File: src/rtl/irqarb_pkg.sv
package irqarb_pkg;
  typedef enum logic [3:0] {
    SRC_NONE = 4'd0, SRC_NMI  = 4'd1, SRC_IRQ1 = 4'd2, SRC_STRB = 4'd3,
    SRC_ICAP = 4'd4, SRC_OCMP = 4'd5, SRC_TOVF = 4'd6, SRC_CMAT = 4'd7,
    SRC_IRQ2 = 4'd8, SRC_SER  = 4'd9, SRC_TRAP = 4'd10
  } src_e;

  localparam int NSEC = 7;
  localparam logic [15:0] VEC_NMI  = 16'hFFFC;
  localparam logic [15:0] VEC_IRQ1 = 16'hFFF8;
  localparam logic [15:0] VEC_TRAP = 16'hFFEE;

  // secondary chain, index 0 has the highest priority
  function automatic logic [15:0] sec_vector(input int idx);
    case (idx)
      0: sec_vector = 16'hFFF8;
      1: sec_vector = 16'hFFF6;
      2: sec_vector = 16'hFFF4;
      3: sec_vector = 16'hFFF2;
      4: sec_vector = 16'hFFEC;
      5: sec_vector = 16'hFFEA;
      default: sec_vector = 16'hFFF0;
    endcase
  endfunction

  function automatic src_e sec_code(input int idx);
    case (idx)
      0: sec_code = SRC_STRB;
      1: sec_code = SRC_ICAP;
      2: sec_code = SRC_OCMP;
      3: sec_code = SRC_TOVF;
      4: sec_code = SRC_CMAT;
      5: sec_code = SRC_IRQ2;
      default: sec_code = SRC_SER;
    endcase
  endfunction
endpackage

File: src/rtl/irqarb_nmi_latch.sv
module irqarb_nmi_latch (
  input  logic clk,
  input  logic rst,
  input  logic nmi_i,
  input  logic clr_i,
  output logic pend_o
);
  logic prev_q, pend_q;
  logic edge_w;

  assign edge_w = nmi_i & ~prev_q;
  assign pend_o = pend_q | edge_w;

  always_ff @(posedge clk) begin
    if (rst) begin
      prev_q <= 1'b0;
      pend_q <= 1'b0;
    end else begin
      prev_q <= nmi_i;
      pend_q <= pend_o & ~clr_i;
    end
  end

  // a latched NMI is only dropped by taking it
  assert_nmi_hold_R2: assert property (@(posedge clk) disable iff (rst)
    pend_q && !clr_i |=> pend_q);
endmodule

File: src/rtl/irqarb_src_req.sv
module irqarb_src_req #(
  parameter int NCMP       = 3,
  parameter bit HAS_STROBE = 1'b1,
  parameter int NSRC       = irqarb_pkg::NSEC
) (
  input  logic            strb_i,
  input  logic            cap_flag_i,
  input  logic            cap_en_i,
  input  logic [NCMP-1:0] cmp_flag_i,
  input  logic [NCMP-1:0] cmp_en_i,
  input  logic            ovf_flag_i,
  input  logic            ovf_en_i,
  input  logic [1:0]      tmatch_i,
  input  logic            irq2_i,
  input  logic            irq2_en_i,
  input  logic            rx_en_i,
  input  logic            rx_full_i,
  input  logic            tx_en_i,
  input  logic            tx_empty_i,
  output logic [NSRC-1:0] req_o
);
  logic [NCMP-1:0] cmp_hit;

  for (genvar g = 0; g < NCMP; g++) begin : g_cmp
    assign cmp_hit[g] = cmp_flag_i[g] & cmp_en_i[g];
  end

  if (HAS_STROBE) begin : g_strb
    assign req_o[0] = strb_i;
  end else begin : g_nostrb
    assign req_o[0] = 1'b0;
  end

  assign req_o[1] = cap_flag_i & cap_en_i;
  assign req_o[2] = |cmp_hit;
  assign req_o[3] = ovf_flag_i & ovf_en_i;
  assign req_o[4] = &tmatch_i;
  assign req_o[5] = irq2_i & irq2_en_i;
  assign req_o[6] = (rx_en_i & rx_full_i) | (tx_en_i & tx_empty_i);
endmodule

File: src/rtl/irqarb_pick.sv
module irqarb_pick #(
  parameter int N  = irqarb_pkg::NSEC,
  parameter int IW = (N > 1) ? $clog2(N) : 1
) (
  input  logic [N-1:0]  req_i,
  output logic          found_o,
  output logic [IW-1:0] idx_o
);
  always_comb begin
    found_o = 1'b0;
    idx_o   = '0;
    for (int i = N - 1; i >= 0; i--) begin
      if (req_i[i]) begin
        found_o = 1'b1;
        idx_o   = IW'(i);
      end
    end
  end

  // the winner must itself be requesting and nothing ahead of it
  always_comb begin
    if (found_o) begin
      assert_pick_valid_R4: assert (req_i[idx_o] && ((req_i & ((N'(1) << idx_o) - N'(1))) == '0));
    end
  end
endmodule

File: src/rtl/irq_vector_arbiter.sv
module irq_vector_arbiter
  import irqarb_pkg::*;
#(
  parameter int NCMP       = 3,
  parameter bit HAS_STROBE = 1'b1
) (
  input  logic            clk,
  input  logic            rst,
  input  logic            eval_i,
  input  logic            trap_i,
  input  logic            cli_i,
  input  logic            tap_i,
  input  logic            mask_i,
  input  logic            wait_i,
  input  logic [1:0]      ctl_en_i,
  input  logic            ctl_wr_i,
  input  logic            nmi_i,
  input  logic            irq1_i,
  input  logic            irq2_i,
  input  logic            strb_i,
  input  logic            cap_flag_i,
  input  logic            cap_en_i,
  input  logic [NCMP-1:0] cmp_flag_i,
  input  logic [NCMP-1:0] cmp_en_i,
  input  logic            ovf_flag_i,
  input  logic            ovf_en_i,
  input  logic [1:0]      tmatch_i,
  input  logic            rx_en_i,
  input  logic            rx_full_i,
  input  logic            tx_en_i,
  input  logic            tx_empty_i,
  output logic            take_o,
  output logic [15:0]     vector_o,
  output logic [3:0]      src_o,
  output logic            wake_o,
  output logic            short_stack_o
);
  localparam int IW = $clog2(NSEC);

  logic [NSEC-1:0] sec_req;
  logic            sec_found;
  logic [IW-1:0]   sec_idx;
  logic            nmi_pend, nmi_clr;
  logic            mask_q;
  logic            defer, go, irq1_req;
  logic            take_d, wake_d;
  logic [15:0]     vec_d;
  src_e            src_d;

  irqarb_nmi_latch u_nmi (
    .clk(clk), .rst(rst), .nmi_i(nmi_i), .clr_i(nmi_clr), .pend_o(nmi_pend)
  );

  irqarb_src_req #(.NCMP(NCMP), .HAS_STROBE(HAS_STROBE), .NSRC(NSEC)) u_req (
    .strb_i(strb_i), .cap_flag_i(cap_flag_i), .cap_en_i(cap_en_i),
    .cmp_flag_i(cmp_flag_i), .cmp_en_i(cmp_en_i),
    .ovf_flag_i(ovf_flag_i), .ovf_en_i(ovf_en_i), .tmatch_i(tmatch_i),
    .irq2_i(irq2_i), .irq2_en_i(ctl_en_i[1]),
    .rx_en_i(rx_en_i), .rx_full_i(rx_full_i),
    .tx_en_i(tx_en_i), .tx_empty_i(tx_empty_i), .req_o(sec_req)
  );

  irqarb_pick #(.N(NSEC), .IW(IW)) u_pick (
    .req_i(sec_req), .found_o(sec_found), .idx_o(sec_idx)
  );

  // one-instruction hold-off after mask clear (from set) or condition-code load
  assign defer    = (cli_i & mask_q) | tap_i;
  assign go       = (eval_i & ~defer) | ctl_wr_i;
  assign irq1_req = irq1_i & ctl_en_i[0];

  always_comb begin
    take_d = 1'b0;
    wake_d = 1'b0;
    vec_d  = vector_o;
    src_d  = SRC_NONE;
    if (trap_i) begin
      take_d = 1'b1;
      vec_d  = VEC_TRAP;
      src_d  = SRC_TRAP;
    end else if (go) begin
      if (nmi_pend) begin
        take_d = 1'b1;
        wake_d = 1'b1;
        vec_d  = VEC_NMI;
        src_d  = SRC_NMI;
      end else if (irq1_req) begin
        wake_d = 1'b1;
        take_d = ~mask_i;
        vec_d  = VEC_IRQ1;
        src_d  = SRC_IRQ1;
      end else if (sec_found) begin
        wake_d = 1'b1;
        take_d = ~mask_i;
        vec_d  = sec_vector(int'(sec_idx));
        src_d  = sec_code(int'(sec_idx));
      end
    end
  end

  assign nmi_clr = take_d & (src_d == SRC_NMI);

  always_ff @(posedge clk) begin
    if (rst) begin
      mask_q        <= 1'b1;
      take_o        <= 1'b0;
      vector_o      <= '0;
      src_o         <= SRC_NONE;
      wake_o        <= 1'b0;
      short_stack_o <= 1'b0;
    end else begin
      mask_q        <= mask_i;
      take_o        <= take_d;
      wake_o        <= wake_d;
      short_stack_o <= take_d & wait_i;
      if (take_d) begin
        vector_o <= vec_d;
        src_o    <= src_d;
      end
    end
  end

  assert_irq1_unmasked_R3: assert property (@(posedge clk) disable iff (rst)
    take_o && src_o == SRC_IRQ1 |-> !$past(mask_i));
  assert_irq2_enabled_R6: assert property (@(posedge clk) disable iff (rst)
    take_o && src_o == SRC_IRQ2 |-> $past(irq2_i && ctl_en_i[1]));
  assert_defer_skips_R10: assert property (@(posedge clk) disable iff (rst)
    eval_i && defer && !ctl_wr_i && !trap_i |=> !take_o && !wake_o);
  assert_short_with_take_R9: assert property (@(posedge clk) disable iff (rst)
    short_stack_o |-> take_o);
  assert_nmi_vector_R2: assert property (@(posedge clk) disable iff (rst)
    take_o && src_o == SRC_NMI |-> vector_o == VEC_NMI);
  assert_vector_hold_R13: assert property (@(posedge clk) disable iff (rst)
    !take_o |-> $stable(vector_o) && $stable(src_o));
endmodule

File: config.mk
export PLATFORM = sky130hd
export DESIGN_NAME = irq_vector_arbiter
export DESIGN_NICKNAME = d
export VERILOG_FILES = /design/src/rtl/irqarb_pkg.sv /design/src/rtl/irqarb_nmi_latch.sv /design/src/rtl/irqarb_src_req.sv /design/src/rtl/irqarb_pick.sv /design/src/rtl/irq_vector_arbiter.sv
export SDC_FILE = /design/constraint.sdc
export NUM_CORES = 1
export LEC_CHECK = 0
export ABC_AREA = 1
export BUFFER_PORTS_ARGS = -buffer_cell sky130_fd_sc_hd__buf_2
export CAP_MARGIN = 20
export CORE_MARGIN = 5
export CORE_UTILIZATION = 44
export DETAILED_ROUTE_END_ITERATION = 10
export PLACE_DENSITY = 0.84
export SYNTH_ARGS = -nofsm -noshare
export SYNTH_HDL_FRONTEND = slang
export SYNTH_SLANG_ARGS = --single-unit
export TNS_END_PERCENT = 20
File: constraint.sdc
create_clock -name clk -period 1.4 [get_ports clk]
set_input_delay 0.14 -clock clk [delete_from_list [all_inputs] [get_ports clk]]
set_output_delay 0.14 -clock clk [all_outputs]
set_load 0.05 [all_outputs]
### Word level (Yosys, flattened, before mapping)

Index checks and enable logic that the tools add are counted.

* equality and inequality tests: 6
* bitwise logic cells: 24
* multiplexer cells: 34
* reduce and logical (&&, ||, !) cells: 7

Operators by type and width (number)
* 16-bit 2-to-1 mux: 5
* 5-bit case mux with 6 select lines: 1
* 4-bit case mux with 6 select lines: 1
* 3-bit 2-to-1 mux: 7
* 4-bit 2-to-1 mux: 5
* 1-bit AND: 15
* 1-bit 2-to-1 mux: 15
* 3-bit by 2-bit == test with 1-bit output, second input constant: 2
* 3-bit == test, second input constant: 2
* 3-bit OR reduction: 2
* 1-bit NOT: 5
* 4-bit by 1-bit == test with 1-bit output, second input constant: 1
* 1-bit OR: 4
* 4-bit nonzero test: 1
* 3-bit by 1-bit == test with 1-bit output, second input constant: 1
* 3-bit logical NOT: 1
* 3-bit AND reduction: 1
* 2-bit AND reduction: 1
* 2-bit nonzero test: 1

* register bits after elaboration: 26
* input port bits: 31

### Longest topological paths before layout

* depth after elaboration: 20
* gate-level depth with buffers: 13
* mapped depth without buffers: 13

### By module

Synthesis repeated with hierarchy kept, for this count alone.

* cells, all modules: 170
* area, all modules: 1039.7 um^2

Modules (own cells, without submodules)
* irq_vector_arbiter: cells each 124, times used 1, seq. area each 260.2 um^2, area each 800.8 um^2
* irqarb_pick: cells each 18, times used 1, seq. area each 0.0 um^2, area each 91.3 um^2
* irqarb_nmi_latch: cells each 12, times used 1, seq. area each 40.0 um^2, area each 82.6 um^2
* irqarb_src_req: cells each 16, times used 1, seq. area each 0.0 um^2, area each 65.1 um^2

### Worst setup path before layout

Ideal clock, no wire load.

* path type: register -> output
* start point: register vector_o[14] (netlist name)
* end point: output vector_o[10]
* buffers on the path: 1
* data required time: 1260 ps
* path slack: 174 ps
* data arrival time: 1086 ps
* stages on the path, launching flop included: 2
* cells stage by stage: dfxtp_1 -> buf_4

RTL lines
* end: declaration: RTL line irq_vector_arbiter.sv:33 `output logic [15:0] vector_o,`

### Worst setup path after layout

* start point: register mask_q
* end point: register u_nmi.pend_q

* word-level cells in the longest chain between the ends: 11

RTL lines
* start: declaration: RTL line irq_vector_arbiter.sv:44 `logic mask_q;`
* start signal: assignment: RTL line irq_vector_arbiter.sv:112 `mask_q <= mask_i;`
* 1-bit AND *: RTL line irq_vector_arbiter.sv:68 `assign defer = (cli_i & mask_q) | tap_i;`
* 1-bit OR *: RTL line irq_vector_arbiter.sv:68
* 1-bit NOT *: RTL line irq_vector_arbiter.sv:69 `assign go = (eval_i & ~defer) | ctl_wr_i;`
* 1-bit AND *: RTL line irq_vector_arbiter.sv:69
* 1-bit OR *: RTL line irq_vector_arbiter.sv:69
* 4-bit 2-to-1 mux: RTL line irq_vector_arbiter.sv:81 `end else if (go) begin`
* 4-bit 2-to-1 mux: RTL line irq_vector_arbiter.sv:77 `if (trap_i) begin`
* 4-bit by 1-bit == test with 1-bit output: RTL line irq_vector_arbiter.sv:101 `assign nmi_clr = take_d & (src_d == SRC_NMI);`
* 1-bit AND *: RTL line irq_vector_arbiter.sv:101
* 1-bit NOT *: RTL line irqarb_nmi_latch.sv:20 `pend_q <= pend_o & ~clr_i;`
* 1-bit AND *: RTL line irqarb_nmi_latch.sv:20
* end signal: assignment: RTL line irqarb_nmi_latch.sv:20
* end: declaration: RTL line irqarb_nmi_latch.sv:8 `logic prev_q, pend_q;`

Every way passes the cells marked *; elsewhere a longest branch is shown, timed or not.
A chain may end at the register's enable or synchronous reset.

==> impl_metrics.tcl <==
set metrics [dict create \
    switchingPower_uw 524 \
    ys_seq_elements 15 \
    pwr_density_cell_nw_per_um2 926 \
    port_buffers 52 \
    wl_um 2280 \
    drive_gt1_share_pct 52.6 \
    grt_util_all_layers_pct 12.6 \
    hold_depth 3 \
    end_kind "flop" \
    cp-start-kind "flop" \
    yosysTopAreaCell "dfxtp_1" \
    post_drt_wl_per_cell_um 10.3 \
    regArea_sq_um 302 \
    path_clk_slew_ns 0.09 \
    hold_end "mask_q" \
    n_fill_cell 228 \
    drc 0 \
    synthesis.nets 177 \
    pwr-share-clk_pct 19.3 \
    drt_iter0_markers 21 \
    grt_overflow_total 0 \
    multi_input_area_sq_um 614 \
    ant_nets 0 \
    vias 1018 \
    seqPwrFrac_pct 38.4 \
    dp_hpwl_um 1820 \
    nets 224 \
    fin_crit_sh_pct 92.8 \
    antenna_found_initial 0 \
    die_x_um 58.3 \
    die_area_sq_um 3400 \
    root_buffer "clkbuf_4" \
    cp_max_fo 4 \
    clk_latency_ns 0.28 \
    gp_congestion 0.885 \
    cts_buffers 3 \
    maxCapViolations 0 \
    p_int_uw 715 \
    ios 54 \
    ir_worst_vdd_v 0.000996 \
    ctsHoldBuffers 0 \
    syn_avg_cell_area_sq_um 7.03 \
    min_path_type "in2reg" \
    cts_tree "built" \
    final_common_cell "buf_2" \
    ys_async_sr_fraction_pct 0 \
    rr_endpoint "u_nmi.pend_q" \
    area_delta_synth_final_pct 30.4 \
    clockBufferDepth 2 \
    slew_viol_final 0 \
    min_from "mask_i" \
    firstDrtPassIters 4 \
    num_rows 17 \
    via_per_inst 4.63 \
    rrSetupSlack_ns 0.10 \
    rr_startpoint "mask_q" \
    syn_inst 146 \
    synthTopCellsByArea "dfxtp_1, nand2_1, buf_4" \
    grt_max_degree 13 \
    start_util_pct 46.4 \
    period_minus_slack_ns 1.30 \
    r2r_cells 10 \
    synth_top_area_share_pct 29.3 \
    syn_area_sq_um 1030 \
    place_area_sq_um 1230 \
    h-tree-depth 1 \
    grt_first_pass_wirelength_um 3420 \
    worstPathRequired_ns 1.59 \
    clkSinkCount 15 \
    finalHoldViolCount 0 \
    antenna_cells 0 \
    synth_flop_cell "dfxtp_1" \
    arrival_ns 1.49 \
    leakage_uw 0.000749 \
    synth_cell_types 26 \
    final_util_pct 60.5 \
    rsz0062_at_grt "yes" \
    core-area_sq_um 2210 \
    ys_seq_area_share_pct 29.3 \
    final_area_sq_um 1340 \
    swShare_pct 42.3 \
    path_class "reg2reg" \
    grt_pass1_vias 872 \
    die_h_um 58.3 \
    status "complete, no violations" \
    max_freq_ghz 0.769 \
    final-setup-viol-count 0 \
    fin_skew_ns 0.00505 \
    final_cell_mix "buf_2, nand2_1, inv_1" \
    combPwrFrac_pct 42.3 \
    synth-edff-count 0 \
    ys_warn_count 0 \
]
[cells by family after synthesis]
family                 Yosys count  synth area share [%]
AO/OA/AOI/OAI                   16                  10.0
other                            1                 0.366
buffers and inverters           33                  16.6
AND/OR/NAND/NOR                 81                  43.8
flip-flops                      15                  29.3
[cells in the mapped netlist, types with 2 or more instances]
library cell   n
nand2_1       30
inv_1         17
dfxtp_1       15
nor2_1        15
nand2_2       12
buf_4         11
nand3_1        7
a21oi_1        6
o21ai_1        6
nor2_2         4
a21oi_2        3
nand2_4        3
nand4_1        3
inv_2          2
[metal layers]
| layer | part of all wire (%) | up-vias | track usage [%] |
|---|---|---|---|
| li1 | - | 535 | - |
| met1 | 40 | 448 | 15.8 |
| met2 | 51 | 31 | 20.6 |
| met3 | 7.5 | 4 | 4.61 |
| met4 | 1.1 | 0 | 2.98 |
| met5 | 0 | - | 0 |
[layout make-up]
cell class | count | area share [%]
Timing Repair Buffer | 54 | 20.6
Inverter | 21 | 6.27
Sequential cell | 15 | 22.5
Tap cell | 28 | 2.62
Clock inverter | 1 | 0.374
Clock buffer | 3 | 1.68
Multi-Input combinational cell | 98 | 45.9
[worst max-delay path, stage by stage (launching register included)]
cell and delay (ns):
dfxtp_2 0.33, a21oi_2 0.12, nand2_1 0.07, nand2_2 0.08, o21ai_2 0.06, inv_2 0.08
nand2_4 0.08, nor2_4 0.16, nand3_2 0.08, nor2_2 0.11, nor2_1 0.04
[flip-flops by register name, indices dropped and copies added (netlist names)]
signal         cells
mask_q             1
wake_o             1
u_nmi.prev_q       1
take_o             1
vector_o           5
u_nmi.pend_q       1
src_o              4
short_stack_o      1
[power groups by stage]
stage                     clock network [uW]  registers, uW  logic [uW]
final                                    239            476         524
after detailed placement                   0            484         488
after global placement                     0            483         484
after floorplan                            0            574         308
after global routing                     264            481         564
after CTS                                245            474         490
[worst max path at each step]
stage                       startpoint      endpoint  slack (ns)
after global placement         rx_en_i  u_nmi.pend_q        0.13
after detailed placement        mask_q  u_nmi.pend_q        0.11
after global routing            mask_q  u_nmi.pend_q       -0.04
final                           mask_q  u_nmi.pend_q        0.10
after CTS                       mask_q  u_nmi.pend_q        0.10
after floorplan           vector_o[14]  vector_o[10]        0.17
[repair_timing]
item | in CTS | in global routing
hold endpoints to repair | 0 | 0
buffers inserted | 0 | 2
gates resized for setup | 0 | 16
endpoints found under the setup margin | 0 | 8
[metrics by stage]
step	setup TNS [ns]	setup slack [ns]	hold slack, ns	total power (uW)	cells
floorplan	0	0.174	0.237	882	146
global placement	0	0.131	0.329	967	214
detailed placement	0	0.111	0.329	972	214
CTS	0	0.102	0.0326	1210	218
global route	-0.0570	-0.0449	0.0553	1310	220
finish	0	0.100	0.0477	1240	220
(Power assumes the default switching activity.)
